===== src/rtl/exl_pkg.sv =====
package exl_pkg;
    parameter int unsigned CID_W  = 16;
    parameter int unsigned BASE_W = 20;
    parameter int unsigned STAT_W = 64;
    parameter int unsigned EVF_W  = 6;
    parameter int unsigned NSLOT  = 2;
    localparam int unsigned IDX_W = $clog2(NSLOT);

    // event flag bit positions (decoded by the buffer writer)
    localparam int unsigned F_I2A     = 0;
    localparam int unsigned F_PREEMPT = 1;
    localparam int unsigned F_ESW     = 2;
    localparam int unsigned F_A2I     = 3;
    localparam int unsigned F_CC      = 4;
    localparam int unsigned F_LITE    = 5;

    // status word bit positions
    localparam int unsigned ST_CUR    = 0;
    localparam int unsigned ST_WR     = 1;
    localparam int unsigned ST_SLOT0  = 2;   // valid at ST_SLOT0+2g, active at +1
    localparam int unsigned ST_QF     = ST_SLOT0 + 2 * NSLOT;
    localparam int unsigned ST_CID    = 32;

    typedef struct packed {
        logic              live;
        logic [BASE_W-1:0] base;
        logic [CID_W-1:0]  cid;
    } desc_t;

    typedef struct packed {
        logic [EVF_W-1:0] flags;
        logic [CID_W-1:0] cid;
        logic             irq;
    } evt_t;

    typedef enum logic [1:0] {
        TR_IDLE = 2'd0,
        TR_RUN  = 2'd1,
        TR_FULL = 2'd2
    } trk_state_e;

    typedef enum logic [1:0] {
        EV_IDLE = 2'd0,
        EV_HEAD = 2'd1,
        EV_TAIL = 2'd2
    } ev_state_e;

    function automatic logic same_ctx(input desc_t a, input desc_t b);
        return (a.cid == b.cid) && (a.base == b.base);
    endfunction
endpackage


===== src/rtl/exl_slot_bank.sv =====
module exl_slot_bank
    import exl_pkg::*;
(
    input  logic                  clk,
    input  logic                  rst,
    input  logic                  wr_en,
    input  logic [IDX_W-1:0]      wr_idx,
    input  desc_t                 wr_e0,
    input  desc_t                 wr_e1,
    output desc_t [NSLOT-1:0]     rd_e0,
    output desc_t [NSLOT-1:0]     rd_e1
);
    for (genvar g = 0; g < NSLOT; g++) begin : g_slot
        desc_t e0_q, e1_q;

        always_ff @(posedge clk) begin
            if (rst) begin
                e0_q <= '0;
                e1_q <= '0;
            end else if (wr_en && (wr_idx == IDX_W'(g))) begin
                e0_q <= wr_e0;
                e1_q <= wr_e1;
            end
        end

        assign rd_e0[g] = e0_q;
        assign rd_e1[g] = e1_q;
    end
endmodule


===== src/rtl/exl_status_fmt.sv =====
module exl_status_fmt
    import exl_pkg::*;
(
    input  logic               running,
    input  logic               pend,
    input  logic               cur_ptr,
    input  logic               wr_ptr,
    input  logic [IDX_W-1:0]   run_idx,
    input  logic [CID_W-1:0]   run_cid,
    output logic [STAT_W-1:0]  word
);
    always_comb begin
        word          = '0;
        word[ST_CUR]  = cur_ptr;
        word[ST_WR]   = wr_ptr;
        for (int g = 0; g < NSLOT; g++) begin
            word[ST_SLOT0 + 2 * g]     = running && (run_idx == IDX_W'(g));
            word[ST_SLOT0 + 2 * g + 1] = running && (run_idx == IDX_W'(g));
        end
        word[ST_QF]   = pend;
        word[ST_CID +: CID_W] = running ? run_cid : '0;
    end
endmodule


===== src/rtl/exl_evt_port.sv =====
module exl_evt_port
    import exl_pkg::*;
(
    input  logic  clk,
    input  logic  rst,
    input  logic  load,
    input  logic  two,
    input  evt_t  rec_in,
    output logic  busy,
    output logic  evt_valid,
    input  logic  evt_ready,
    output evt_t  rec_out
);
    ev_state_e st_q, st_d;
    evt_t      rec_q;

    always_ff @(posedge clk) begin
        if (rst) st_q <= EV_IDLE;
        else     st_q <= st_d;
    end

    always_comb begin
        st_d = st_q;
        unique case (st_q)
            EV_IDLE: if (load)      st_d = two ? EV_HEAD : EV_TAIL;
            EV_HEAD: if (evt_ready) st_d = EV_TAIL;
            EV_TAIL: if (evt_ready) st_d = EV_IDLE;
            default:                st_d = EV_IDLE;
        endcase
    end

    always_ff @(posedge clk) begin
        if (rst) begin
            rec_q <= '0;
        end else if (st_q == EV_IDLE && load) begin
            rec_q <= rec_in;
        end else if (st_q == EV_HEAD && evt_ready) begin
            rec_q              <= '0;
            rec_q.flags[F_I2A] <= 1'b1;
            rec_q.irq          <= 1'b1;
        end
    end

    assign evt_valid = (st_q != EV_IDLE);
    assign busy      = evt_valid;
    assign rec_out   = rec_q;

    // a record under backpressure stays put
    assert_evt_hold_R12: assert property (@(posedge clk) disable iff (rst)
        (evt_valid && !evt_ready) |=> (evt_valid && $stable(rec_q)));

    // the head of a burst is always followed by an idle-to-active record
    assert_burst_tail_R9: assert property (@(posedge clk) disable iff (rst)
        (st_q == EV_HEAD && evt_ready) |=> (evt_valid && rec_q.flags[F_I2A] && rec_q.irq));
endmodule


===== src/rtl/exl_tracker.sv =====
module exl_tracker
    import exl_pkg::*;
(
    input  logic                clk,
    input  logic                rst,
    input  logic                cmd_valid,
    output logic                cmd_ready,
    input  logic                cmd_is_out,
    input  logic [CID_W-1:0]    cmd_e0_cid,
    input  logic [BASE_W-1:0]   cmd_e0_base,
    input  logic                cmd_e0_live,
    input  logic [CID_W-1:0]    cmd_e1_cid,
    input  logic [BASE_W-1:0]   cmd_e1_base,
    input  logic                cmd_e1_live,
    output logic                cmd_err,
    output logic [STAT_W-1:0]   stat_word,
    output logic                evt_valid,
    input  logic                evt_ready,
    output logic [EVF_W-1:0]    evt_flags,
    output logic [CID_W-1:0]    evt_cid,
    output logic                evt_irq
);
    trk_state_e        st_q, st_d;
    logic [IDX_W-1:0]  run_idx_q, run_idx_d;
    logic              elem_q, elem_d;
    logic              cur_q, cur_d;
    logic              wr_q, wr_d;

    desc_t             in0, in1;
    desc_t [NSLOT-1:0] bank_e0, bank_e1;
    desc_t             run0, run1, run_ctx;
    logic              bank_we;
    logic              ev_load, ev_two, ev_busy;
    evt_t              ev_rec, ev_out;
    logic              fire, hit, err;

    assign in0 = '{live: cmd_e0_live, base: cmd_e0_base, cid: cmd_e0_cid};
    assign in1 = '{live: cmd_e1_live, base: cmd_e1_base, cid: cmd_e1_cid};

    exl_slot_bank u_bank (
        .clk    (clk),
        .rst    (rst),
        .wr_en  (bank_we),
        .wr_idx (wr_q),
        .wr_e0  (in0),
        .wr_e1  (in1),
        .rd_e0  (bank_e0),
        .rd_e1  (bank_e1)
    );

    assign run0    = bank_e0[run_idx_q];
    assign run1    = bank_e1[run_idx_q];
    assign run_ctx = elem_q ? run1 : run0;

    assign cmd_ready = !ev_busy;
    assign fire      = cmd_valid && cmd_ready;

    // lite-restore detection against the running slot
    assign hit = (run1.live && elem_q && same_ctx(run1, in0)) ||
                 (!run1.live && same_ctx(run0, in0));

    // tracker state register
    always_ff @(posedge clk) begin
        if (rst) begin
            st_q      <= TR_IDLE;
            run_idx_q <= '0;
            elem_q    <= 1'b0;
            cur_q     <= 1'b0;
            wr_q      <= 1'b0;
        end else begin
            st_q      <= st_d;
            run_idx_q <= run_idx_d;
            elem_q    <= elem_d;
            cur_q     <= cur_d;
            wr_q      <= wr_d;
        end
    end

    // transition and output decode
    always_comb begin
        st_d      = st_q;
        run_idx_d = run_idx_q;
        elem_d    = elem_q;
        cur_d     = cur_q;
        wr_d      = wr_q;
        bank_we   = 1'b0;
        ev_load   = 1'b0;
        ev_two    = 1'b0;
        ev_rec    = '0;
        err       = 1'b0;
        if (fire) begin
            if (!cmd_is_out) begin
                if (!in0.live) begin
                    err = 1'b1;                       // REJECT
                end else begin
                    unique case (st_q)
                        TR_IDLE: begin                // START
                            bank_we   = 1'b1;
                            st_d      = TR_RUN;
                            run_idx_d = wr_q;
                            elem_d    = 1'b0;
                            cur_d     = wr_q;
                            wr_d      = !wr_q;
                            ev_load   = 1'b1;
                            ev_rec.flags[F_I2A] = 1'b1;
                            ev_rec.irq = 1'b1;
                        end
                        TR_RUN: begin
                            bank_we = 1'b1;
                            if (hit) begin            // PREEMPT
                                run_idx_d = wr_q;
                                elem_d    = 1'b0;
                                cur_d     = wr_q;
                                wr_d      = !wr_q;
                                ev_load   = 1'b1;
                                ev_rec.flags[F_LITE]    = 1'b1;
                                ev_rec.flags[F_PREEMPT] = 1'b1;
                                ev_rec.cid = in0.cid;
                                ev_rec.irq = 1'b1;
                            end else begin            // QUEUE
                                st_d = TR_FULL;
                            end
                        end
                        default: err = 1'b1;          // REJECT (full)
                    endcase
                end
            end else begin
                if (st_q == TR_IDLE || !same_ctx(in0, run_ctx)) begin
                    err = 1'b1;                       // REJECT
                end else if (!elem_q && run1.live) begin   // ESWITCH
                    elem_d  = 1'b1;
                    ev_load = 1'b1;
                    ev_rec.flags[F_CC]  = 1'b1;
                    ev_rec.flags[F_ESW] = 1'b1;
                    ev_rec.cid = in0.cid;
                    ev_rec.irq = 1'b1;
                end else if (st_q == TR_FULL) begin  // PROMOTE
                    st_d      = TR_RUN;
                    run_idx_d = wr_q;
                    elem_d    = 1'b0;
                    cur_d     = wr_q;
                    wr_d      = !wr_q;
                    ev_load   = 1'b1;
                    ev_two    = 1'b1;
                    ev_rec.flags[F_CC]  = 1'b1;
                    ev_rec.flags[F_A2I] = 1'b1;
                    ev_rec.cid = in0.cid;
                    ev_rec.irq = 1'b0;
                end else begin                        // RETIRE
                    st_d    = TR_IDLE;
                    elem_d  = 1'b0;
                    ev_load = 1'b1;
                    ev_rec.flags[F_CC]  = 1'b1;
                    ev_rec.flags[F_A2I] = 1'b1;
                    ev_rec.cid = in0.cid;
                    ev_rec.irq = 1'b1;
                end
            end
        end
    end

    assign cmd_err = err;

    exl_evt_port u_evt (
        .clk       (clk),
        .rst       (rst),
        .load      (ev_load),
        .two       (ev_two),
        .rec_in    (ev_rec),
        .busy      (ev_busy),
        .evt_valid (evt_valid),
        .evt_ready (evt_ready),
        .rec_out   (ev_out)
    );

    assign evt_flags = ev_out.flags;
    assign evt_cid   = ev_out.cid;
    assign evt_irq   = ev_out.irq;

    exl_status_fmt u_stat (
        .running (st_q != TR_IDLE),
        .pend    (st_q == TR_FULL),
        .cur_ptr (cur_q),
        .wr_ptr  (wr_q),
        .run_idx (run_idx_q),
        .run_cid (run_ctx.cid),
        .word    (stat_word)
    );

    // a rejected command leaves the status word alone
    assert_reject_keeps_status_R6: assert property (@(posedge clk) disable iff (rst)
        (fire && cmd_err) |=> $stable(stat_word));

    // pointers follow the running slot
    assert_ptrs_follow_run_R10: assert property (@(posedge clk) disable iff (rst)
        (st_q != TR_IDLE) |-> (stat_word[ST_CUR] == run_idx_q && stat_word[ST_WR] != stat_word[ST_CUR]));

    // queue-full only alongside a running slot
    assert_qfull_needs_run_R5: assert property (@(posedge clk) disable iff (rst)
        stat_word[ST_QF] |-> $onehot(stat_word[ST_SLOT0 +: 2 * NSLOT] & {NSLOT{2'b01}}));

    // no command accepted while a record is outstanding
    assert_busy_blocks_cmd_R12: assert property (@(posedge clk) disable iff (rst)
        evt_valid |-> !cmd_ready);

    // START is followed by an idle-to-active record
    assert_start_event_R3: assert property (@(posedge clk) disable iff (rst)
        (fire && !cmd_is_out && cmd_e0_live && st_q == TR_IDLE)
        |=> (evt_valid && evt_flags[F_I2A] && evt_irq && evt_cid == '0));
endmodule


===== config.mk =====
export PLATFORM = sky130hd
export DESIGN_NAME = exl_tracker
export DESIGN_NICKNAME = d
export VERILOG_FILES = /design/src/rtl/exl_pkg.sv /design/src/rtl/exl_slot_bank.sv /design/src/rtl/exl_status_fmt.sv /design/src/rtl/exl_evt_port.sv /design/src/rtl/exl_tracker.sv
export SDC_FILE = /design/constraint.sdc
export NUM_CORES = 1
export LEC_CHECK = 0
export BUFFER_PORTS_ARGS = -buffer_cell sky130_fd_sc_hd__buf_2
export CAP_MARGIN = 10
export CORE_UTILIZATION = 45
export CTS_BUF_LIST = sky130_fd_sc_hd__clkbuf_8
export CTS_CLUSTER_SIZE = 14
export DETAILED_ROUTE_END_ITERATION = 10
export HOLD_SLACK_MARGIN = 0.08
export PLACE_DENSITY = 0.74
export RECOVER_POWER = 25
export SETUP_SLACK_MARGIN = 0.05
export SLEW_MARGIN = 20
export SYNTH_ARGS = -nofsm -noshare
export SYNTH_HDL_FRONTEND = slang
export SYNTH_HIERARCHICAL = 1
export SYNTH_SLANG_ARGS = --single-unit

===== constraint.sdc =====
create_clock -name clk -period 3.5 [get_ports clk]
set_clock_uncertainty 0.1 [all_clocks]
set_input_delay 0.7 -clock clk [delete_from_list [all_inputs] [get_ports clk]]
set_output_delay 0.7 -clock clk [all_outputs]
set_load 0.02 [all_outputs]

; Word-level counts from Yosys, hierarchy flattened
; Index checks and enable logic that the tools add are counted.
[op_classes]
magnitude_cmp = 1
n_eq_ne = 18
mux = 77
bitwise_logic = 2
n_reduce_logical = 33
[ops]
columns = cell, n
row1 = $mux 36, 3
row2 = $mux 37, 2
row3 = $mux 23, 3
row4 = $eq 20x20->1, 3
row5 = $mux 17, 3
row6 = $eq 16x16->1, 3
row7 = $mux 1, 44
row8 = $mux 16, 2
row9 = $mux 2, 10
row10 = $mux 19, 1
row11 = $logic_and 1x1->1, 14
row12 = $pmux 1 s2, 5
row13 = $ne 2x2->1 const B, 4
row14 = $reduce_bool 2->1, 4
row15 = $reduce_and 7->1, 1
row16 = $mux 3, 2
row17 = $ne 3x3->1 const B, 2
row18 = $pmux 2 s3, 1
row19 = $reduce_and 6->1, 1
row20 = $logic_not 1->1, 5
row21 = $reduce_and 5->1, 1
row22 = $eq 2x1->1 const B, 2
row23 = $eq 2x2->1 const B, 2
row24 = $logic_not 2->1, 2
row25 = 8 further kinds, 11
[word_totals]
register_bits = 176
in_bits = 79
output_inout_bits = 90
word_cells = 149

; Depth between registers and ports, before layout
; Gate-level depths: netlist of run 1.
[logic_depth]
depth_word = 13
mapped_depth = 16
mapped_depth_nobuf = 10

; Cells and area by module
; Netlist of run 1, hierarchy kept.
[by_module_without_submodules]
columns = mod, n_inst, cells_per_inst, area_each_um2, seq_area_each_um2
row1 = exl_slot_bank, 1, 562, 6216.0, 2962.8
row2 = exl_tracker, 1, 376, 3389.5, 100.1
row3 = exl_evt_port, 1, 68, 853.3, 500.5
row4 = exl_status_fmt, 1, 66, 473.0, 0.0

; Worst setup path after synthesis of run 1
; No wires, ideal clock.
[synth_timing]
path_type = flip-flop to flip-flop
from = register cur_q (netlist name)
to = register u_evt.rec_q, in the netlist u_evt/rec_out[21]
setup_ps = 60
t_arrival_ps = 3149
path_slack_ps = 191
path_stages_with_launch = 16
n_path_buf = 5
synth_period_minus_slack_ps = 3309
cell_sequence = dfxtp_1 > buf_6 > buf_6 > buf_6 > buf_2 > mux2i_1 > xnor2_1 > nor4_1 > nand4_1 > nor4_2 > nor2_1 > a2bb2oi_2 > or3b_4 > nor2_8 > buf_6 > a22o_1
[synth_rtl]
columns = item, line
row1 = to (signal assigned), exl_evt_port.sv:36  ; rec_q <= rec_in;
row2 = to (decl), exl_evt_port.sv:15  ; evt_t rec_q;

==> flow_summary_export.csv, run 1 <==
group,metric,value,unit
timing,fmax,0.264,GHz
timing,slew_viol_final,0,
cts,root_buffer,"clkbuf_8",
grt,antenna_found_initial,0,
setup_path,crit_fanout,5,
timing,setup_viol,24,
route,drtIter0Drc,584,
yosys,yosys_warnings,6,
route,first_pass_iters,5,
grt,grt_max_degree,112,
grt,grt_pass1_vias,8010,
die,chipHeight,157,um
grt,grt-ovfl-total,0,
route,dr_total_vias,8250,
timing,setup_tns,-2.18,ns
timing,rsz0062_at_grt,"true",
pwr,power.density,319,nW/um^2
route,antenna_left,0,
cts,cts_hold_buffers,0,
grt,grt_usage,0.234,
cts,cts_sinks,176,
outcome,status,"complete, but fails checks",
die,rows,56,
setup_path,slowest_stage,"mux4_2",
timing,setup_slack,-0.284,ns
cts,ctsHtreeMaxLevel,4,
setup_path,cp_cell_sequence,"buf_12 > buf_4 > buf_4 > mux4_2 > xnor2_2 > o211a_1 > nand4_1 > buf_4 > nor3_2 > buf_4 > nor2_4 > buf_6",
setup_path,arrival,2.98,ns
placement,hpwl,21000,um
worst_hold_path,holdPathStages,2,
outcome,violations,"setup timing",
timing,fin_crit,3.78,ns
setup_path,cp.required,2.70,ns
placement,dp_slack,-0.219,ns
pwr,total_power,4020,uW
flow_run,cap_violations,0,
layout,final_cell_mix,"mux2i_1, nand2b_1, dfxtp_1",
die,io-pin-count,169,
setup_path,reg2regPathDepth,15,
cts,worstSkewPairLatency,0.48,ns
die,die-area,24700,sq um
layout,area_delta_synth_final,16.1,%
route,vias_per_cell,5.26,
layout,final_cells,1568,
setup_path,path_class,"reg -> out",
placement,place_area,11700,sq um
grt,grt_first_pass_wirelength,43900,um
route,drcViolationCount,0,
cts,cts_made_buffers,17,
timing,post-route-period-util,1.08,
die,initial_core_util,0.461,
cts,clk_path_buf_depth,2,
die,core-area,23500,sq um
setup_path,cp-end-kind,"output pin",
pwr,p_leak,0.00506,uW
setup_path,cp_slowest_stage_delay,0.54,ns
worst_hold_path,hold_class,"reg -> reg",
yosys,syn_area_per_cell,10.2,sq um
cts,cts_tree,"done",
placement,portBuffers,127,
yosys,syn-instance-count,1065,
setup_path,crit_top_cell,"buf_4",
pwr,ir_drop,0.222,mV
timing,maxSlewHeadroom,0.356,
placement,gp_congestion,0.955,
layout,finalInstanceArea,12600,sq um
layout,layout.nets,1315,
layout,fill_cells,2130,
die,die_x,157,um
layout,antenna_cells,0,
placement,place_inst,1506,
route,wirelength,28700,um
yosys,syn_area,10900,sq um
route,wl_per_cell,18.3,um
timing,worstMarginPinSlew,0.966,ns
layout,layout_commonest_cell,"mux2i_1",
setup_path,start_kind,"flip-flop",
cts,clk_pin_slew,0.10,ns
layout,drive_gt1_frac,0.231,
timing,hold_viol_final,0,
cell type report:
cell class                      count  area, sq um  share of cell area
Clock buffer                       18          248              0.0197
Clock inverter                     14          120             0.00953
Inverter                           16         60.1             0.00477
Multi-Input combinational cell    803         6710               0.532
Sequential cell                   176         3530               0.280
Tap cell                          319          399              0.0317
Timing Repair Buffer              222         1540               0.122
power by group:
group | leakage, uW | switching, uW | total (uW) | internal, uW
Clock | 0.000180 | 832 | 1370 | 533
Sequential | 0.00142 | 33.8 | 2070 | 2040
Combinational | 0.00346 | 333 | 587 | 254
Total | 0.00506 | 1200 | 4020 | 2820
metal layers:
metal	track usage	vias to the layer above	share of wire
li1	-	3933	-
met1	0.316	3966	0.46
met2	0.374	295	0.46
met3	0.0396	56	0.056
met4	0.0828	0	0.026
met5	0	-	0
worst max-delay path: cells and delay by family (launching register included):
kind / cells / cell delay [ns]
AOI/OAI and AO/OA: 1 / 0.18
xor gates and xnor gates: 1 / 0.22
buffers and inverters: 6 / 0.81
DFF: 1 / 0.38
muxes: 1 / 0.54
and+or+nand+nor: 3 / 0.37
worst paths after layout:
| path | startpoint | end | slack, ns |
|---|---|---|---|
| setup / recovery | cur_q | cmd_err | -0.28 |
| hold / removal | u_bank/rd_e0[28] | u_bank/rd_e0[28] | 0.38 |
| setup reg to reg | cur_q | u_evt/rec_out[19] | -0.13 |
| hold reg to reg | u_bank/rd_e0[28] | u_bank/rd_e0[28] | 0.38 |
stage by stage:
| stage | utilization | hold slack, ns |
|---|---|---|
| 2_1_floorplan | - | 0.348 |
| 3_3_place_gp | 0.499 | 0.354 |
| 3_5_place_dp | 0.499 | 0.357 |
| 4_1_cts | 0.528 | 0.331 |
| 5_1_grt | 0.535 | 0.394 |
| 6_report | 0.535 | 0.378 |
flip-flops by register name, summed over array words and instances, names as in the netlist:
register       cells
st_q               2
elem_q             1
cur_q              1
u_evt/rec_out     23
u_bank/rd_e1      74
u_bank/rd_e0      72
u_evt/st_q         2
wr_q               1
timing repair:
action                                  CTS  global route
buffers inserted                         17            11
pin swaps                                26            19
endpoints found under the setup margin   26            30
gates cloned                              4             2
resized for setup                        26            23
No activity file was read; power rests on OpenSTA's default activity.
==> inputs of run 2 (changes only) <==
--- a/config.mk
+++ b/config.mk
@@ -13,8 +13,9 @@
 export DETAILED_ROUTE_END_ITERATION = 10
 export HOLD_SLACK_MARGIN = 0.08
 export PLACE_DENSITY = 0.74
-export RECOVER_POWER = 25
+export RECOVER_POWER = 50
 export SETUP_SLACK_MARGIN = 0.05
+export SKIP_LAST_GASP = 1
 export SLEW_MARGIN = 20
 export SYNTH_ARGS = -nofsm -noshare
 export SYNTH_HDL_FRONTEND = slang
==> run 2 against run 1 <==
The flow finishes with violations (capacitance limit, slew limit, setup timing). Register-to-register slack gained 0.02 ns. Cell area decreased by 0.55%. Power shrank 0.41%. Via count fell by 0.30%. Worst hold slack is essentially flat.
==> flow_summary_export.csv, run 2 (synthesized netlist as in run 1, its figures left out) <==
group,metric,value,unit
outcome,status,"complete, but fails checks",
outcome,violations,"capacitance limit, slew limit, setup timing",
cts,clk_pin_slew,0.10,ns
cts,cts_made_buffers,17,
layout,antenna_cells,0,
cts,cts_sinks,176,
route,dr_total_vias,8225,
route,drtIter0Drc,550,
layout,drive_gt1_frac,0.228,
cts,worstSkewPairLatency,0.48,ns
setup_path,crit_fanout,5,
timing,post-route-period-util,1.08,
route,wirelength,28400,um
setup_path,crit_start,"cur_q",
layout,area_delta_synth_final,15.5,%
timing,maxSlewHeadroom,-0.158,
grt,grt_pass1_vias,7995,
setup_path,cp_slowest_stage_delay,0.54,ns
grt,grt_usage,0.233,
die,die-area,24700,sq um
setup_path,cp.required,2.70,ns
grt,grt_max_degree,112,
die,die_x,157,um
timing,slew_viol_final,47,
placement,hpwl,21000,um
timing,rsz0062_at_grt,"true",
die,chipHeight,157,um
route,wl_per_cell,18.2,um
cts,ctsHtreeMaxLevel,4,
timing,setup_viol,24,
setup_path,slowest_stage,"mux4_2",
layout,fin_util,0.532,
layout,final_cells,1566,
timing,hold_viol_final,0,
die,rows,56,
cts,root_buffer,"clkbuf_8",
layout,largest_reg_flops,74,
grt,grt-ovfl-total,0,
setup_path,arrival,2.98,ns
layout,final_cell_mix,"mux2i_1, nand2b_1, dfxtp_1",
timing,setup_tns,-1.81,ns
cts,cts_hold_buffers,0,
worst_hold_path,min_from,"u_bank/rd_e0[28]",
setup_path,path_class,"reg -> out",
placement,portBuffers,127,
die,core-area,23500,sq um
setup_path,worst-path-buf-inv,6,
setup_path,rrSetupSlack,-0.11,ns
pwr,ir_drop,0.221,mV
setup_path,cp_cell_sequence,"buf_12 > buf_4 > buf_4 > mux4_2 > xnor2_2 > o211a_1 > nand4_1 > buf_4 > nor3_2 > buf_4 > nor2_4 > buf_6",
die,initial_core_util,0.461,
pwr,p_leak,0.00503,uW
pwr,power.density,320,nW/um^2
route,vias_per_cell,5.25,
route,drcViolationCount,0,
setup_path,r2r_start,"cur_q",
cts,cts_tree,"done",
placement,dp_slack,-0.219,ns
setup_path,cp_top_family,"buffers and inverters",
die,io-pin-count,169,
setup_path,crit_top_cell,"buf_4",
placement,gp_congestion,0.955,
grt,grt_first_pass_wirelength,43900,um
route,first_pass_iters,5,
grt,antenna_found_initial,0,
layout,finalInstanceArea,12500,sq um
route,antenna_left,0,
setup_path,cp-end-kind,"output pin",
timing,fmax,0.265,GHz
placement,place_area,11700,sq um
setup_path,start_kind,"flip-flop",
worst_hold_path,hold_class,"reg -> reg",
timing,fin_crit,3.78,ns
cts,clk_path_buf_depth,2,
timing,setup_slack,-0.278,ns
timing,worstMarginPinSlew,1.74,ns
placement,place_inst,1506,
flow_run,cap_violations,1,
layout,layout.nets,1313,
layout,layout_commonest_cell,"mux2i_1",
[run 2: worst register-to-register path: stages (launching register included)]
cell and delay [ns]:
dfxtp_4 0.38, buf_12 0.13, buf_12 0.12, buf_8 0.11
buf_4 0.14, buf_4 0.17, mux2i_1 0.23, xnor2_1 0.08
nor4_1 0.40, nand4_1 0.16, nor4_2 0.42, nor2_1 0.09
a2bb2oi_2 0.15, or3b_4 0.50, nor2_4 0.21, a22o_1 0.16
[run 2: timing repair]
| action | CTS | global route |
|---|---|---|
| cloned | 4 | 0 |
| setup buffers | 17 | 10 |
| pin swaps | 26 | 19 |
| endpoints found under the setup margin | 26 | 30 |
| resized for setup | 24 | 20 |
[run 2: final cells by class]
type                    instances  area (sq um)
fillers                      2139         11000
clock buffers                  18           248
inverters                      16          60.1
multi-input cells             803          6690
flip-flops and latches        176          3530
well taps                     319           399
repair buffers                220          1490
clock inverters                14           120
[run 2: path summary, 6_finish.rpt]
| kind | depth (start not counted) | end |
|---|---|---|
| hold / removal | 2 | u_bank/rd_e0[28] |
| setup / recovery | 12 | cmd_err |
| setup reg to reg | 15 | u_evt/rec_out[19] |
| hold reg to reg | 2 | u_bank/rd_e0[28] |
[run 2: per-layer routing]
layer / vias to the layer above / routed length [um] / GRT usage
met5: - / 0 / 0
met4: 0 / 681 / 0.0818
met3: 54 / 1620 / 0.0391
met2: 283 / 13100 / 0.374
met1: 3954 / 13100 / 0.316
li1: 3934 / - / -
[run 2: report_power, final]
part           leakage (uW)  internal (uW)  switching (uW)
Sequential          0.00142           2040            33.5
Combinational       0.00343            246             329
Clock              0.000180            533             827
[run 2: metrics by stage]
step	power [uW]	hold WS, ns
floorplan	2510	0.348
global placement	2660	0.354
detailed placement	2660	0.357
CTS	4040	0.333
global route	4170	0.378
finish	4010	0.378
==> inputs of run 3 (changes only) <==
--- a/config.mk
+++ b/config.mk
@@ -5,8 +5,10 @@
 export SDC_FILE = /design/constraint.sdc
 export NUM_CORES = 1
 export LEC_CHECK = 0
+export ABC_AREA = 1
 export BUFFER_PORTS_ARGS = -buffer_cell sky130_fd_sc_hd__buf_2
 export CAP_MARGIN = 10
+export CORE_MARGIN = 2
 export CORE_UTILIZATION = 45
 export CTS_BUF_LIST = sky130_fd_sc_hd__clkbuf_8
 export CTS_CLUSTER_SIZE = 14
==> run 3 against run 2 <==
The run ends with capacitance limit, slew limit left. Combinational power up 79%. Clock power up 7%. Highest routed layer is now met5. Wire length up 29%.
==> flow_summary_export.csv, run 3 <==
group,metric,value,unit
outcome,status,"complete, but fails checks",
outcome,violations,"capacitance limit, slew limit",
cts,cts_sinks,176,
grt,grt_max_degree,84,
cts,ctsHtreeMaxLevel,4,
route,vias_per_cell,5.32,
route,antenna_left,0,
worst_hold_path,min_from,"cmd_e1_base[8]",
timing,slew_viol_final,21,
cts,clk_path_buf_depth,2,
die,chipHeight,163,um
timing,setup_tns,0,ns
placement,place_inst,2230,
setup_path,r2r_start,"u_evt/st_q[1]",
setup_path,cp_cell_sequence,"buf_12 > clkbuf_16 > nand2_1 > nand3_1 > nand2_1 > nand2_1 > nand2_1 > nor2_1 > nand2_1 > nor2_1 > nand3_2 > nor2_4 > a21oi_1 > buf_2",
grt,grt_usage,0.266,
route,highest_layer,"met5",
route,first_pass_iters,8,
setup_path,reg2regPathDepth,10,
layout,final_cells,2273,
layout,layout_commonest_cell,"nand2_1",
route,dr_wl_met2,16000,um
route,drcViolationCount,0,
placement,hpwl,25300,um
layout,largest_reg_flops,74,
timing,whs,0.363,ns
yosys,syn_area_per_cell,6.10,sq um
die,die_x,163,um
die,io-pin-count,169,
setup_path,crit_top_cell,"nand2_1",
yosys,syn_area,11300,sq um
setup_path,slowest_stage,"dfxtp_4",
layout,layout.nets,2007,
setup_path,r2r-end,"u_bank/rd_e0[31]",
placement,gp_congestion,1.01,
cts,cts_hold_buffers,0,
timing,worstMarginPinSlew,1.81,ns
route,drtIter0Drc,1324,
setup_path,path_class,"reg -> out",
timing,setup_slack,0.174,ns
grt,grt-ovfl-total,0,
route,wl_met3,3570,um
grt,grt_first_pass_wirelength,56100,um
yosys,yosys_warnings,6,
worst_hold_path,hold_end,"u_bank/rd_e1[61]",
setup_path,cp_top_family,"simple AND/OR/NAND/NOR gates",
die,rows,58,
timing,post-route-period-util,0.950,
placement,dp_slack,0.477,ns
route,drt-met1-wl,16100,um
pwr,power.density,375,nW/um^2
grt,antenna_found_initial,3,
die,core-area,25000,sq um
grt,grt_pass1_vias,10673,
layout,final_cell_mix,"nand2_1, nand3_1, nor2_1",
timing,rsz0062_at_grt,"false",
setup_path,cp-end-kind,"output pin",
placement,portBuffers,127,
route,dr_total_vias,12082,
die,initial_core_util,0.454,
setup_path,cp_slowest_stage_delay,0.46,ns
setup_path,arrival,2.53,ns
timing,fmax,0.301,GHz
timing,maxSlewHeadroom,-0.209,
cts,root_buffer,"clkbuf_8",
setup_path,crit_fanout,29,
worst_hold_path,hold_class,"in -> reg",
timing,fin_crit,3.33,ns
timing,setup_viol,0,
pwr,total_power,4610,uW
cts,clk_pin_slew,0.12,ns
layout,drive_gt1_frac,0.129,
cts,cts_tree,"done",
cts,worstSkewPairLatency,0.49,ns
layout,area_delta_synth_final,8.66,%
setup_path,rrSetupSlack,0.26,ns
setup_path,start_kind,"flip-flop",
yosys,syn-instance-count,1859,
pwr,p_leak,0.00597,uW
timing,hold_viol_final,0,
setup_path,worst-path-buf-inv,3,
die,die-area,26500,sq um
setup_path,cp.required,2.70,ns
flow_run,cap_violations,1,
route,wirelength,36600,um
route,wl_per_cell,16.1,um
cts,cts_made_buffers,17,
pwr,ir_drop,0.207,mV
worst_hold_path,holdPathStages,3,
[run 3: cell types whose count changed in the layout (fill, tap and decap cells not counted), moves of 164 or more]
cell and delta:
inv_1 +164, mux2i_1 -243, nand2_1 +597, nor2_1 +205, nand3_1 +307, nand2b_1 -222
[run 3: metrics by stage]
step | cell area (sq um) | utilization
after detailed placement | 11800 | 0.472
after CTS | 12200 | 0.488
after floorplan | 11500 | -
final | 12300 | 0.493
after global placement | 11800 | 0.472
after global routing | 12300 | 0.493
[run 3: how the worst max path moves through the flow]
stage,start,to,slack [ns],cells past startpoint
after floorplan,cur_q,cmd_err,1.05,14
after global placement,cur_q,cmd_err,0.52,14
after detailed placement,cur_q,u_evt/rec_out[17],0.48,17
after CTS,cur_q,cmd_err,0.06,13
after global routing,cur_q,cmd_err,0.03,14
final,cur_q,cmd_err,0.17,14
[run 3: worst reg2reg max path, delay by kind of cell (launching register included)]
| family | cells | cell delay [ns] |
|---|---|---|
| flops | 1 | 0.38 |
| simple gates | 6 | 2.14 |
| buf+inv | 4 | 0.58 |
[run 3: where the power goes]
part           internal [uW]  total (uW)  leakage, uW  switching [uW]
registers               2060        2110      0.00143            49.4
clock network            544        1460     0.000197             918
logic                    309        1030      0.00435             725
[run 3: metal layers]
metal	global-route usage	up-vias
li1	-	5888
met1	0.379	5500
met2	0.403	622
met3	0.0458	70
met4	0.0990	2
met5	0	-
[run 3: repair_timing]
| action | 4_1_cts | 5_1_grt |
|---|---|---|
| gates cloned | 0 | 3 |
| setup buffers | 0 | 6 |
| setup endpoints to repair | 1 | 1 |
| pin swaps | 0 | 1 |
| hold endpoints to repair | 0 | 0 |
| resized for setup | 2 | 12 |
[run 3: layout make-up]
class                   instances  area, sq um
clock inverters                15          166
diodes                          2         5.00
clock buffers                  17          234
flip-flops and latches        176         3530
multi-input cells            1388         6240
well taps                     330          413
repair buffers                160         1020
inverters                     185          707
fillers                      2654        12700
